--- config.mk ---
export PLATFORM = sky130hd
export DESIGN_NAME = lin_rx_brk
export DESIGN_NICKNAME = d
export VERILOG_FILES = /design/src/rtl/lin_rx_pkg.sv /design/src/rtl/lin_rx_tick.sv /design/src/rtl/lin_rx_fsm.sv /design/src/rtl/lin_rx_stat.sv /design/src/rtl/lin_rx_brk.sv
export SDC_FILE = /design/constraint.sdc
export NUM_CORES = 1
export LEC_CHECK = 0
export CORE_MARGIN = 2
export CORE_UTILIZATION = 35
export DETAILED_ROUTE_END_ITERATION = 6
export PLACE_DENSITY = 0.59
export SKIP_CTS_REPAIR_TIMING = 1
export SYNTH_ARGS = -nofsm -noshare
export SYNTH_HDL_FRONTEND = slang
export SYNTH_SLANG_ARGS = --single-unit
--- constraint.sdc ---
create_clock -name clk -period 1.7 [get_ports clk]
set_input_delay 0.51 -clock clk [delete_from_list [all_inputs] [get_ports clk]]
set_output_delay 0.51 -clock clk [all_outputs]
set_load 0.02 [all_outputs]
--- src/rtl/lin_rx_pkg.sv ---
package lin_rx_pkg;

  typedef enum logic [2:0] {
    ST_IDLE   = 3'd0,
    ST_FRAME  = 3'd1,
    ST_RUN    = 3'd2,
    ST_WAITHI = 3'd3,
    ST_BRKM   = 3'd4
  } rx_state_e;

  localparam logic [1:0] MODE_INFRAME_BRK = 2'b10;

  typedef struct packed {
    logic byte_done;
    logic bad_stop;
    logic fe_only;
    logic brk;
  } rx_evt_t;

endpackage

--- src/rtl/lin_rx_tick.sv ---
module lin_rx_tick #(
  parameter int OSR = 8
) (
  input  logic clk,
  input  logic rst_ni,
  input  logic os_tick_i,
  input  logic restart_i,
  output logic samp_o
);

  localparam int CW = $clog2(OSR);
  localparam logic [CW-1:0] LAST = CW'(OSR - 1);
  localparam logic [CW-1:0] MID  = CW'(OSR / 2 - 1);

  logic [CW-1:0] cnt_q, cnt_d;

  always_comb begin
    cnt_d = cnt_q;
    if (restart_i) begin
      cnt_d = '0;
    end else if (os_tick_i) begin
      cnt_d = (cnt_q == LAST) ? '0 : cnt_q + 1'b1;
    end
  end

  always_ff @(posedge clk or negedge rst_ni) begin
    if (!rst_ni) cnt_q <= '0;
    else         cnt_q <= cnt_d;
  end

  assign samp_o = os_tick_i && !restart_i && (cnt_q == MID);

  AST_SAMPLE_GAP: assert property (@(posedge clk) disable iff (!rst_ni)
    samp_o |=> !samp_o) else $error("sample points adjacent");

endmodule

--- src/rtl/lin_rx_fsm.sv ---
module lin_rx_fsm
  import lin_rx_pkg::*;
#(
  parameter int BRK_BITS = 11
) (
  input  logic       clk,
  input  logic       rst_ni,
  input  logic       rxd_i,
  input  logic       samp_i,
  input  logic [1:0] mode_i,
  input  logic       wait_i,
  output logic       restart_o,
  output rx_evt_t    evt_o,
  output logic [7:0] data_o
);

  localparam int RW = $clog2(BRK_BITS + 1);
  localparam logic [RW-1:0] BRK_C = RW'(BRK_BITS);
  localparam logic [3:0] STOP_IDX = 4'd9;

  rx_state_e     st_q, st_d;
  logic [3:0]    bit_q, bit_d;
  logic [7:0]    sh_q, sh_d;
  logic [RW-1:0] run_q, run_d, run_inc;
  logic          rxd_q;
  logic          brk_hit;

  assign run_inc = (run_q == BRK_C) ? run_q : run_q + 1'b1;
  assign brk_hit = (run_q >= BRK_C);

  always_comb begin
    st_d      = st_q;
    bit_d     = bit_q;
    sh_d      = sh_q;
    run_d     = run_q;
    restart_o = 1'b0;
    evt_o     = '0;
    unique case (st_q)
      ST_IDLE: begin
        if (rxd_q && !rxd_i) begin
          restart_o = 1'b1;
          run_d     = '0;
          bit_d     = '0;
          st_d      = wait_i ? ST_BRKM : ST_FRAME;
        end
      end
      ST_FRAME: begin
        if (samp_i) begin
          if (bit_q == 4'd0) begin
            if (rxd_i) begin
              st_d = ST_IDLE;
            end else begin
              run_d = run_inc;
              bit_d = 4'd1;
            end
          end else if (bit_q < STOP_IDX) begin
            sh_d  = {rxd_i, sh_q[7:1]};
            run_d = rxd_i ? '0 : run_inc;
            bit_d = bit_q + 4'd1;
          end else if (rxd_i) begin
            evt_o.byte_done = 1'b1;
            st_d            = ST_IDLE;
          end else if (mode_i == MODE_INFRAME_BRK) begin
            run_d = run_inc;
            st_d  = ST_RUN;
          end else begin
            evt_o.fe_only = 1'b1;
            st_d          = ST_WAITHI;
          end
        end
      end
      ST_RUN: begin
        if (samp_i) begin
          if (!rxd_i) begin
            run_d = run_inc;
          end else begin
            if (brk_hit) begin
              evt_o.brk = 1'b1;
            end else begin
              evt_o.byte_done = 1'b1;
              evt_o.bad_stop  = 1'b1;
            end
            st_d = ST_IDLE;
          end
        end
      end
      ST_WAITHI: begin
        if (samp_i && rxd_i) st_d = ST_IDLE;
      end
      ST_BRKM: begin
        if (samp_i) begin
          if (!rxd_i) begin
            run_d = run_inc;
          end else begin
            evt_o.brk = brk_hit;
            st_d      = ST_IDLE;
          end
        end
      end
      default: st_d = ST_IDLE;
    endcase
  end

  always_ff @(posedge clk or negedge rst_ni) begin
    if (!rst_ni) begin
      st_q  <= ST_IDLE;
      bit_q <= '0;
      sh_q  <= '0;
      run_q <= '0;
      rxd_q <= 1'b1;
    end else begin
      st_q  <= st_d;
      bit_q <= bit_d;
      sh_q  <= sh_d;
      run_q <= run_d;
      rxd_q <= rxd_i;
    end
  end

  assign data_o = sh_q;

  AST_RUN_ONLY_INFRAME: assert property (@(posedge clk) disable iff (!rst_ni)
    $rose(st_q == ST_RUN) |-> $past(mode_i) == MODE_INFRAME_BRK) else $error("long-low state in wrong mode");

  AST_WAIT_NO_CHAR: assert property (@(posedge clk) disable iff (!rst_ni)
    (st_q == ST_BRKM) |-> !evt_o.byte_done && !evt_o.fe_only) else $error("character reported while armed");

endmodule

--- src/rtl/lin_rx_stat.sv ---
module lin_rx_stat
  import lin_rx_pkg::*;
(
  input  logic       clk,
  input  logic       rst_ni,
  input  rx_evt_t    evt_i,
  input  logic [7:0] data_i,
  input  logic       rd_i,
  input  logic [2:0] clr_i,
  input  logic       arm_i,
  output logic [7:0] rx_data_o,
  output logic       full_o,
  output logic       fe_o,
  output logic       ovr_o,
  output logic       brk_o,
  output logic       wait_o,
  output logic       irq_o
);

  logic [7:0] data_q, data_d;
  logic       full_q, full_d, fe_q, fe_d, ovr_q, ovr_d, brk_q, brk_d;
  logic       wait_q, wait_d, irq_q, irq_d;
  logic       full_eff, store, set_fe, set_ovr, set_brk;

  always_comb begin
    full_eff = full_q & ~rd_i;
    store    = evt_i.byte_done & ~full_eff;
    set_ovr  = evt_i.byte_done & full_eff;
    set_fe   = (store & evt_i.bad_stop) | evt_i.fe_only;
    set_brk  = evt_i.brk;
    data_d   = store ? data_i : data_q;
    full_d   = store | full_eff;
    fe_d     = set_fe  | (fe_q  & ~clr_i[0]);
    ovr_d    = set_ovr | (ovr_q & ~clr_i[1]);
    brk_d    = set_brk | (brk_q & ~clr_i[2]);
    wait_d   = arm_i   | (wait_q & ~evt_i.brk);
    irq_d    = set_fe | set_ovr | set_brk;
  end

  always_ff @(posedge clk or negedge rst_ni) begin
    if (!rst_ni) begin
      data_q <= '0;
      full_q <= 1'b0;
      fe_q   <= 1'b0;
      ovr_q  <= 1'b0;
      brk_q  <= 1'b0;
      wait_q <= 1'b0;
      irq_q  <= 1'b0;
    end else begin
      data_q <= data_d;
      full_q <= full_d;
      fe_q   <= fe_d;
      ovr_q  <= ovr_d;
      brk_q  <= brk_d;
      wait_q <= wait_d;
      irq_q  <= irq_d;
    end
  end

  assign rx_data_o = data_q;
  assign full_o    = full_q;
  assign fe_o      = fe_q;
  assign ovr_o     = ovr_q;
  assign brk_o     = brk_q;
  assign wait_o    = wait_q;
  assign irq_o     = irq_q;

  AST_OVR_KEEPS_DATA: assert property (@(posedge clk) disable iff (!rst_ni)
    (evt_i.byte_done && full_q && !rd_i) |=> $stable(rx_data_o)) else $error("overrun replaced data");

  AST_BRK_NO_DATA: assert property (@(posedge clk) disable iff (!rst_ni)
    evt_i.brk |=> $stable(rx_data_o)) else $error("break stored a byte");

  AST_IRQ_HAS_CAUSE: assert property (@(posedge clk) disable iff (!rst_ni)
    irq_o |-> (fe_q || ovr_q || brk_q)) else $error("interrupt without flag");

  AST_BRK_DROPS_WAIT: assert property (@(posedge clk) disable iff (!rst_ni)
    (evt_i.brk && !arm_i) |=> !wait_o) else $error("wait kept after break");

endmodule

--- src/rtl/lin_rx_brk.sv ---
module lin_rx_brk
  import lin_rx_pkg::*;
#(
  parameter int OSR      = 8,
  parameter int BRK_BITS = 11
) (
  input  logic       clk,
  input  logic       rst_n,
  input  logic       rxd,
  input  logic       os_tick,
  input  logic [1:0] mode,
  input  logic       brk_arm,
  input  logic       rd_strobe,
  input  logic [2:0] clr_w1c,
  output logic [7:0] rx_data,
  output logic       rx_full,
  output logic       err_frame,
  output logic       err_overrun,
  output logic       brk_seen,
  output logic       brk_wait,
  output logic       irq
);

  logic [1:0] rs_q;
  logic       rst_ni;
  logic       restart, samp;
  rx_evt_t    evt;
  logic [7:0] shift_data;

  always_ff @(posedge clk or negedge rst_n) begin
    if (!rst_n) rs_q <= 2'b00;
    else        rs_q <= {rs_q[0], 1'b1};
  end
  assign rst_ni = rs_q[1];

  lin_rx_tick #(.OSR(OSR)) u_tick (
    .clk       (clk),
    .rst_ni    (rst_ni),
    .os_tick_i (os_tick),
    .restart_i (restart),
    .samp_o    (samp)
  );

  lin_rx_fsm #(.BRK_BITS(BRK_BITS)) u_fsm (
    .clk       (clk),
    .rst_ni    (rst_ni),
    .rxd_i     (rxd),
    .samp_i    (samp),
    .mode_i    (mode),
    .wait_i    (brk_wait),
    .restart_o (restart),
    .evt_o     (evt),
    .data_o    (shift_data)
  );

  lin_rx_stat u_stat (
    .clk       (clk),
    .rst_ni    (rst_ni),
    .evt_i     (evt),
    .data_i    (shift_data),
    .rd_i      (rd_strobe),
    .clr_i     (clr_w1c),
    .arm_i     (brk_arm),
    .rx_data_o (rx_data),
    .full_o    (rx_full),
    .fe_o      (err_frame),
    .ovr_o     (err_overrun),
    .brk_o     (brk_seen),
    .wait_o    (brk_wait),
    .irq_o     (irq)
  );

  AST_ONE_EVENT: assert property (@(posedge clk) disable iff (!rst_ni)
    $onehot0({evt.byte_done, evt.fe_only, evt.brk})) else $error("simultaneous events");

endmodule

Word level (Yosys, flattened, before mapping):

Index checks and enable logic that the tools add are counted.

* bits in registers: 39
* input port bits: 11
* output and inout port bits: 14
* word-level logic and storage cells: 128

* add/subtract/negate cells: 3
* order comparisons: 2
* eq/ne operators: 17
* mux-type cells: 53
* bitwise gates (word level): 23
* reductions and logical operators: 16

Operators by type and width (count)
* $mux 4: 14
* $mux 3: 11
* $mux 1: 19
* $pmux 3 s4: 1
* $pmux 4 s3: 1
* $reduce_and 5->1: 2
* $eq 3x2->1 const B: 3
* $add 4x1->4 const B: 2
* $and 1x1->1: 8
* $mux 2: 4
* $ne 2x1->1 const B: 4
* $or 1x1->1: 8
* $pmux 4 s2: 1
* $not 1->1: 7
* $eq 3x3->1 const B: 2
* $reduce_and 6->1: 1
* $eq 4x4->1 const B: 1
* $ge 4x4->1 const B: 1
* $logic_and 1x1->1: 4
* $logic_not 4->1: 1
* $lt 4x4->1 const B: 1
* $ne 4x1->1 const B: 1
* $ne 4x2->1 const B: 1
* $pmux 1 s2: 2
* 12 further kinds: 14

Depth between registers and ports, before layout:

Gate-level depths: netlist (run 1).

* depth after elaboration: 14
* depth in mapped cells: 8
* mapped depth without buffers: 7

By module:

Synthesis (run 1) repeated with hierarchy kept, for this count alone.

* cell total of the unflattened synthesis: 208
* area total of the unflattened synthesis: 2204.6 µm²

Modules (own cells, without submodules)
* lin_rx_fsm: instances 1, cells an instance 150, area an instance 1431.4 µm², sequential area each 501.7 µm²
* lin_rx_stat: instances 1, cells an instance 38, area an instance 543.0 µm², sequential area each 350.3 µm²
* lin_rx_tick: instances 1, cells an instance 17, area an instance 176.4 µm², sequential area each 75.1 µm²
* lin_rx_brk: instances 1, cells an instance 3, area an instance 53.8 µm², sequential area each 50.0 µm²

Worst setup path before layout (run 1):

OpenSTA, ideal clock, no wires.

* kind: register to register
* start point: register u_tick.cnt_q[0]
* end point: register u_fsm.run_q[2]
* setup time: 125 ps
* arrival: 1851 ps
* data required time: 1575 ps
* slack: -276 ps
* cell stages (with the launch flop): 7
* path buffers: 0
* period minus slack after synthesis: 1976 ps
* cells stage by stage: dfrtp_1 ha_1 ha_1 a21oi_1 o22ai_2 o221ai_1 mux2_2

* cells in the longest elaborated chain, start to end: 4
* elaborated cells between the ends (all ways): 5
* classes of those cells: eq/ne (3); reduce/logical (2)

RTL lines
* start, declared: line lin_rx_tick.sv:15 `logic [CW-1:0] cnt_q, cnt_d;`
* start signal, assigned: line lin_rx_tick.sv:28 `else cnt_q <= cnt_d;`
* $eq 3x2->1 *: line lin_rx_tick.sv:31 `assign samp_o = os_tick_i && !restart_i && (cnt_q == MID);`
* $logic_and 1x1->1 *: line lin_rx_tick.sv:31
* $ne 2x1->1 (no line)
* $reduce_and 6->1 (no line) *
* end signal, assigned: line lin_rx_fsm.sv:115 `run_q <= run_d;`
* end, declared: line lin_rx_fsm.sv:24 `logic [RW-1:0] run_q, run_d, run_inc;`

Every way passes the cells marked *; elsewhere a longest branch is shown, timed or not.
A chain may end at the register's enable or synchronous reset.

Worst setup path after layout (run 1):

* start point: register u_tick.cnt_q[1]
* end point: register u_fsm.sh_q[3] (netlist: u_fsm.data_o[3])

* cells in the longest elaborated chain, start to end: 3

RTL lines
* $eq 3x2->1: line lin_rx_tick.sv:31
* $logic_and 1x1->1: line lin_rx_tick.sv:31
* $reduce_and 4->1 (no line)
* end signal, assigned: line lin_rx_fsm.sv:108 `sh_q <= '0;`
* end signal, assigned: line lin_rx_fsm.sv:114 `sh_q <= sh_d;`
* end, declared: line lin_rx_fsm.sv:23 `logic [7:0] sh_q, sh_d;`

Every way passes these cells.

==> results of run 1 <==
[report_power, final]
group          switching (uW)  internal, uW  total, uW
Sequential                105          1040       1150
Combinational             710           853       1560
Clock                     336           437        773
Total                    1150          2330       3480
[registers in the layout (all words and copies together), names as in the netlist]
name,count
u_stat.ovr_o,1
u_stat.full_o,1
u_fsm.rxd_q,1
u_stat.brk_o,1
u_fsm.run_q,4
u_stat.fe_o,1
u_stat.irq_o,1
u_fsm.data_o,8
u_stat.wait_o,1
u_fsm.bit_q,4
u_stat.rx_data_o,8
rs_q,2
u_tick.cnt_q,3
u_fsm.st_q,3
[cells in the mapped netlist (4+ instances only)]
cell type  count  share of area
a21o_1         4          0.015
a21oi_1       10          0.025
buf_2          4         0.0099
dfrtp_1       38           0.47
ha_1           6          0.037
inv_1         11          0.020
mux2_2        19           0.11
nand2_1        8          0.015
nand2b_1       8          0.025
nand3_1        8          0.020
nor2_1        11          0.020
o21ai_0       10          0.025
[worst max-delay path, cell delays in order (launching register included)]
cell and delay [ns]:
dfrtp_1 0.40, ha_4 0.17, ha_4 0.17, nand2_4 0.09, or4_4 0.53, buf_6 0.16, mux2_2 0.27
[path summary, 6_finish.rpt]
kind                            startpoint         endpoint  slack, ns  cells past startpoint
min                                rs_q[1]  u_fsm.data_o[4]       0.28                      1
max reg2reg                u_tick.cnt_q[1]  u_fsm.data_o[3]      -0.19                      6
max                        u_tick.cnt_q[1]  u_fsm.data_o[3]      -0.19                      6
max in group asynchronous          rs_q[1]    u_fsm.st_q[0]       1.07                      1
min reg2reg                        rs_q[1]  u_fsm.data_o[4]       0.28                      1
min in group clk                   rs_q[0]          rs_q[1]       0.35                      0
[cell type report]
cell class                 instances  area [um2]
inverter                          11        41.3
multi-input combinational        134        1200
timing repair buffer              76         699
tap                               72        90.1
clock buffer                       5        68.8
sequential                        39         981
fill                             482        2410
clock inverter                     3        43.8
[kinds of logic (layout without fill, tap and decap cells)]
logic type,after synthesis,after routing,synth area share
simple gates,56,56,0.153
other cells,1,1,0.00185
buf+inv,17,95,0.0377
compound gates,47,47,0.160
flops,39,39,0.482
fa+ha+maj,6,6,0.0370
mux,21,21,0.115
xor+xnor,3,3,0.0130
[routing by layer]
metal  vias up  GRT usage  wire (um)
li1        844          -          -
met1       845      0.186       2160
met2        27      0.244       2350
met3        10     0.0416        179
met4         0     0.0729        108
met5         -          0          0
[per-stage QoR]
step,TNS (ns),instance area [um2]
finish,-3.20,3130
global route,-5.60,3130
CTS,-8.08,2830
detailed placement,-16.72,2710
global placement,-16.55,2710
floorplan,-1.79,2090
==> out/results.tsv, run 1 <==
metric	value	unit
outcome	finished, violations left	
failing checks	negative setup slack	
CP Capture Type	flop	
row count	27	
CTS tree	done	
RSZ-0062 raised after global routing	yes	
initial core utilization	0.366	
WL final	4800	um
dpl cells	325	
synth warn	0	
Max Cap Viol	0	
Num CTS Buffers	5	
antenna fix cells	0	
Port Buffer Count	24	
final HPWL from detailed placement	3230	um
Req. time, crit path	1.88	ns
Synth Register Bits	39	
Syn Std Cell Area	0.00203	mm2
layout cells sized above 1	0.459	
Primary FF master, synth	dfrtp_1	
crit path launch type	flop	
critical path class	reg2reg	
pre-CTS setup slack	-0.600	ns
PD cells	1110	mW/mm2
grt total ovfl	0	
Clock Latency Late Sink	0.29	ns
vias in the first global route	1672	
CTS root buffer	clkbuf_8	
Mapped Cells	190	
VDD IR-drop max	0.625	mV
Core Util, Final	0.564	
GP Congestion	0.885	
EDFF count, synth	0	
Syn Area/Cell	10.7	um2
Worst-path clk slew	0.08	ns
final critical-path required period	1.89	ns
Netlist cell types	49	
first-pass GRT wire length	7480	um
total power draw	3480	uW
Residual DRC	0	
Non-Filler Instances	340	
die width	80.1	um
nets@finish	284	
antenna violations before repair	0	
drt pass-1 iters	2	
wire length per cell	14.1	um
CTS max path bufs	2	
worst hold-check path type	reg2async	
largest net degree at the start of global routing	38	
Iteration-0 DRC Markers	51	
most frequent cells in the layout	buf_4, dfrtp_1, dlymetal6s2s_1	
die height	80.1	um
Layout area overhead	54.3	%
Vias	1726	
final worst-path cycle share	1.11	
Static Leak	0.00162	uW
final hold vios	0	
vias per cell	5.08	
Worst Path Max Fanout	9	
Final Max Slew Viols	0	
area of the die	0.00642	mm2
Clock Sinks	39	
Max Clock Skew	0.00615	ns
post-synth net total	207	
IO Pins	25	
top achievable clock speed	530	MHz
core box area	0.00554	mm2
register area share after synthesis	0.482	
commonest non-fill, non-tap cell in the layout	buf_4	
worst endpoint data arrival time	2.07	ns
final worst slack	-0.188	ns
Post-DRT Antenna Nets	0	
asr flop ratio synth	1.00	
WHS	0.276	ns
GR Util All Layers	0.151	
Final setup viols	29	
CTS H-tree depth	2	
Note: power is estimated with default switching activity, not from simulation.
==> run 2: changes to the inputs <==
PLACE_DENSITY = unset   (was 0.59)
PLACE_DENSITY_LB_ADDON = 0.3   (was unset)
==> out/results.tsv, run 2 (synthesis gave the netlist of run 1 again) <==
metric	value	unit	change
outcome	finished, violations left		
failing checks	negative setup slack		
CTS root buffer	clkbuf_8		
Final Max Slew Viols	0		unchanged
Storage cell area	978	um2	-0.26%
pre-CTS setup slack	-0.616	ns	-0.0158 ns
fill cell count	474		-1.7%
Final setup viols	30		+3.4%
CTS max path bufs	2		unchanged
critical path class	reg2reg		
CTS tree	done		
WL final	5070	um	+5.6%
Clock Sinks	39		unchanged
antenna fix cells	0		unchanged
worst r2r path cells	5		-1
top achievable clock speed	515	MHz	-2.8%
crit path launch type	flop		
PD cells	1130	mW/mm2	+1.8%
clock group share of total power	0.217		-0.005
RR Startpoint	u_fsm.st_q[1]		
first-pass GRT wire length	7330	um	-1.9%
Iteration-0 DRC Markers	85		+67%
Net Sw Frac	0.338		+0.00797
die width	80.1	um	unchanged
Seq pwr share	0.322		-0.008
die height	80.1	um	unchanged
initial core utilization	0.366		unchanged
Non-Filler Instances	341		+0.29%
CP max-delay cell	or4_1		
vias in the first global route	1586		-5.1%
vias per cell	5.10		+0.40%
Static Leak	0.00162	uW	about the same
Max Clock Skew	0.00566	ns	-0.000485 ns
Switch Pwr	1210	uW	+5.5%
commonest non-fill, non-tap cell in the layout	buf_4		
multi-input combinational cell area	0.00123	mm2	+2.5%
most frequent cells in the layout	buf_4, dfrtp_1, dlymetal6s2s_1		
Max Cap Viol	0		unchanged
IO Pins	25		unchanged
worst hold-check path type	reg2async		
row count	27		unchanged
VDD IR-drop max	0.513	mV	-18%
Reg2Reg Setup Slack	-0.24	ns	-0.05 ns
drt pass-1 iters	4		+2
Port Buffer Count	24		unchanged
nets@finish	285		+0.35%
Core Util, Final	0.571		+0.00678
final hold vios	0		unchanged
Num CTS Buffers	5		unchanged
CP Capture Type	flop		
Power Internal	2380	uW	+1.8%
GP Congestion	0.835		-5.6%
Finished Cell Area	0.00316	mm2	+1.2%
RSZ-0062 raised after global routing	yes		
CTS H-tree depth	2		unchanged
final critical-path required period	1.94	ns	+0.0540 ns
final HPWL from detailed placement	3320	um	+2.9%
worst endpoint data arrival time	2.17	ns	+0.10 ns
antenna violations before repair	0		unchanged
grt total ovfl	0		unchanged
critical path cell sequence	or3_4 > o22ai_4 > o221ai_2 > or4_1 > o21ai_1		
Comb pwr share	0.461		+0.013
dpl cells	325		unchanged
Post-DRT Antenna Nets	0		unchanged
CP max stage delay	0.50	ns	-0.03 ns
GR Util All Layers	0.150		-0.00103
worst reg2reg path endpoint	u_fsm.st_q[0]		
core box area	0.00554	mm2	unchanged
Req. time, crit path	1.92	ns	+0.04 ns
final worst slack	-0.242	ns	-0.0540 ns
final worst-path cycle share	1.14		+0.0318
Clock Latency Late Sink	0.29	ns	about the same
total power draw	3590	uW	+3.0%
Vias	1738		+0.70%
Layout area overhead	56.1	%	
layout cells sized above 1	0.431		-0.0277
wire length per cell	14.9	um	+5.3%
area of the die	0.00642	mm2	unchanged
largest net degree at the start of global routing	38		unchanged
DP Area	0.00271	mm2	unchanged
Worst-path clk slew	0.08	ns	about the same
Residual DRC	0		unchanged
Worst Path Max Fanout	3		-6
-- run 2: worst max-delay path: cells and delay by family (launching register included) --
kind / cells / cell delay, ns
AO/OA/AOI/OAI: 3 / 0.51
AND/OR/NAND/NOR: 2 / 0.92
flip-flops: 1 / 0.43
-- run 2: area by class of cell --
| class | instances | share of cell area |
|---|---|---|
| repair buffers | 77 | 0.224 |
| flip-flops and latches | 39 | 0.309 |
| clock buffers | 5 | 0.0217 |
| inverters | 11 | 0.0130 |
| clock inverters | 3 | 0.0138 |
| well taps | 72 | 0.0285 |
| multi-input cells | 134 | 0.389 |
-- run 2: per-stage QoR --
stage	TNS [ns]	hold slack [ns]
3_5_place_dp	-17.47	0.304
2_1_floorplan	-1.79	0.214
6_report	-3.71	0.281
5_1_grt	-6.14	0.361
4_1_cts	-8.48	0.311
3_3_place_gp	-16.87	0.310
-- run 2: worst max path at each step --
stage                         start  depth (start not counted)         endpoint  slack, ns
detailed placement              rxd                          6   u_fsm.run_q[0]      -0.62
global route        u_tick.cnt_q[0]                          7    u_fsm.st_q[0]      -0.32
global placement            os_tick                          5  u_fsm.data_o[3]      -0.58
floorplan             u_fsm.st_q[1]                          6    u_fsm.st_q[0]      -0.11
finish                u_fsm.st_q[1]                          5    u_fsm.st_q[0]      -0.24
CTS                         os_tick                          5  u_fsm.data_o[1]      -0.30
-- run 2: metal layers --
metal	part of all wire	track usage	vias to the layer above
met2	0.51	0.246	33
met1	0.44	0.189	856
met3	0.031	0.0337	4
met4	0.013	0.0661	0
met5	0	0	-
li1	-	-	845
-- run 2: power groups by stage --
stage / registers (uW) / logic [uW] / clock network (uW)
finish: 1160 / 1650 / 780
global route: 1170 / 1820 / 836
CTS: 1130 / 1260 / 801
floorplan: 1170 / 717 / 0
global placement: 1140 / 1220 / 0
detailed placement: 1150 / 1260 / 0
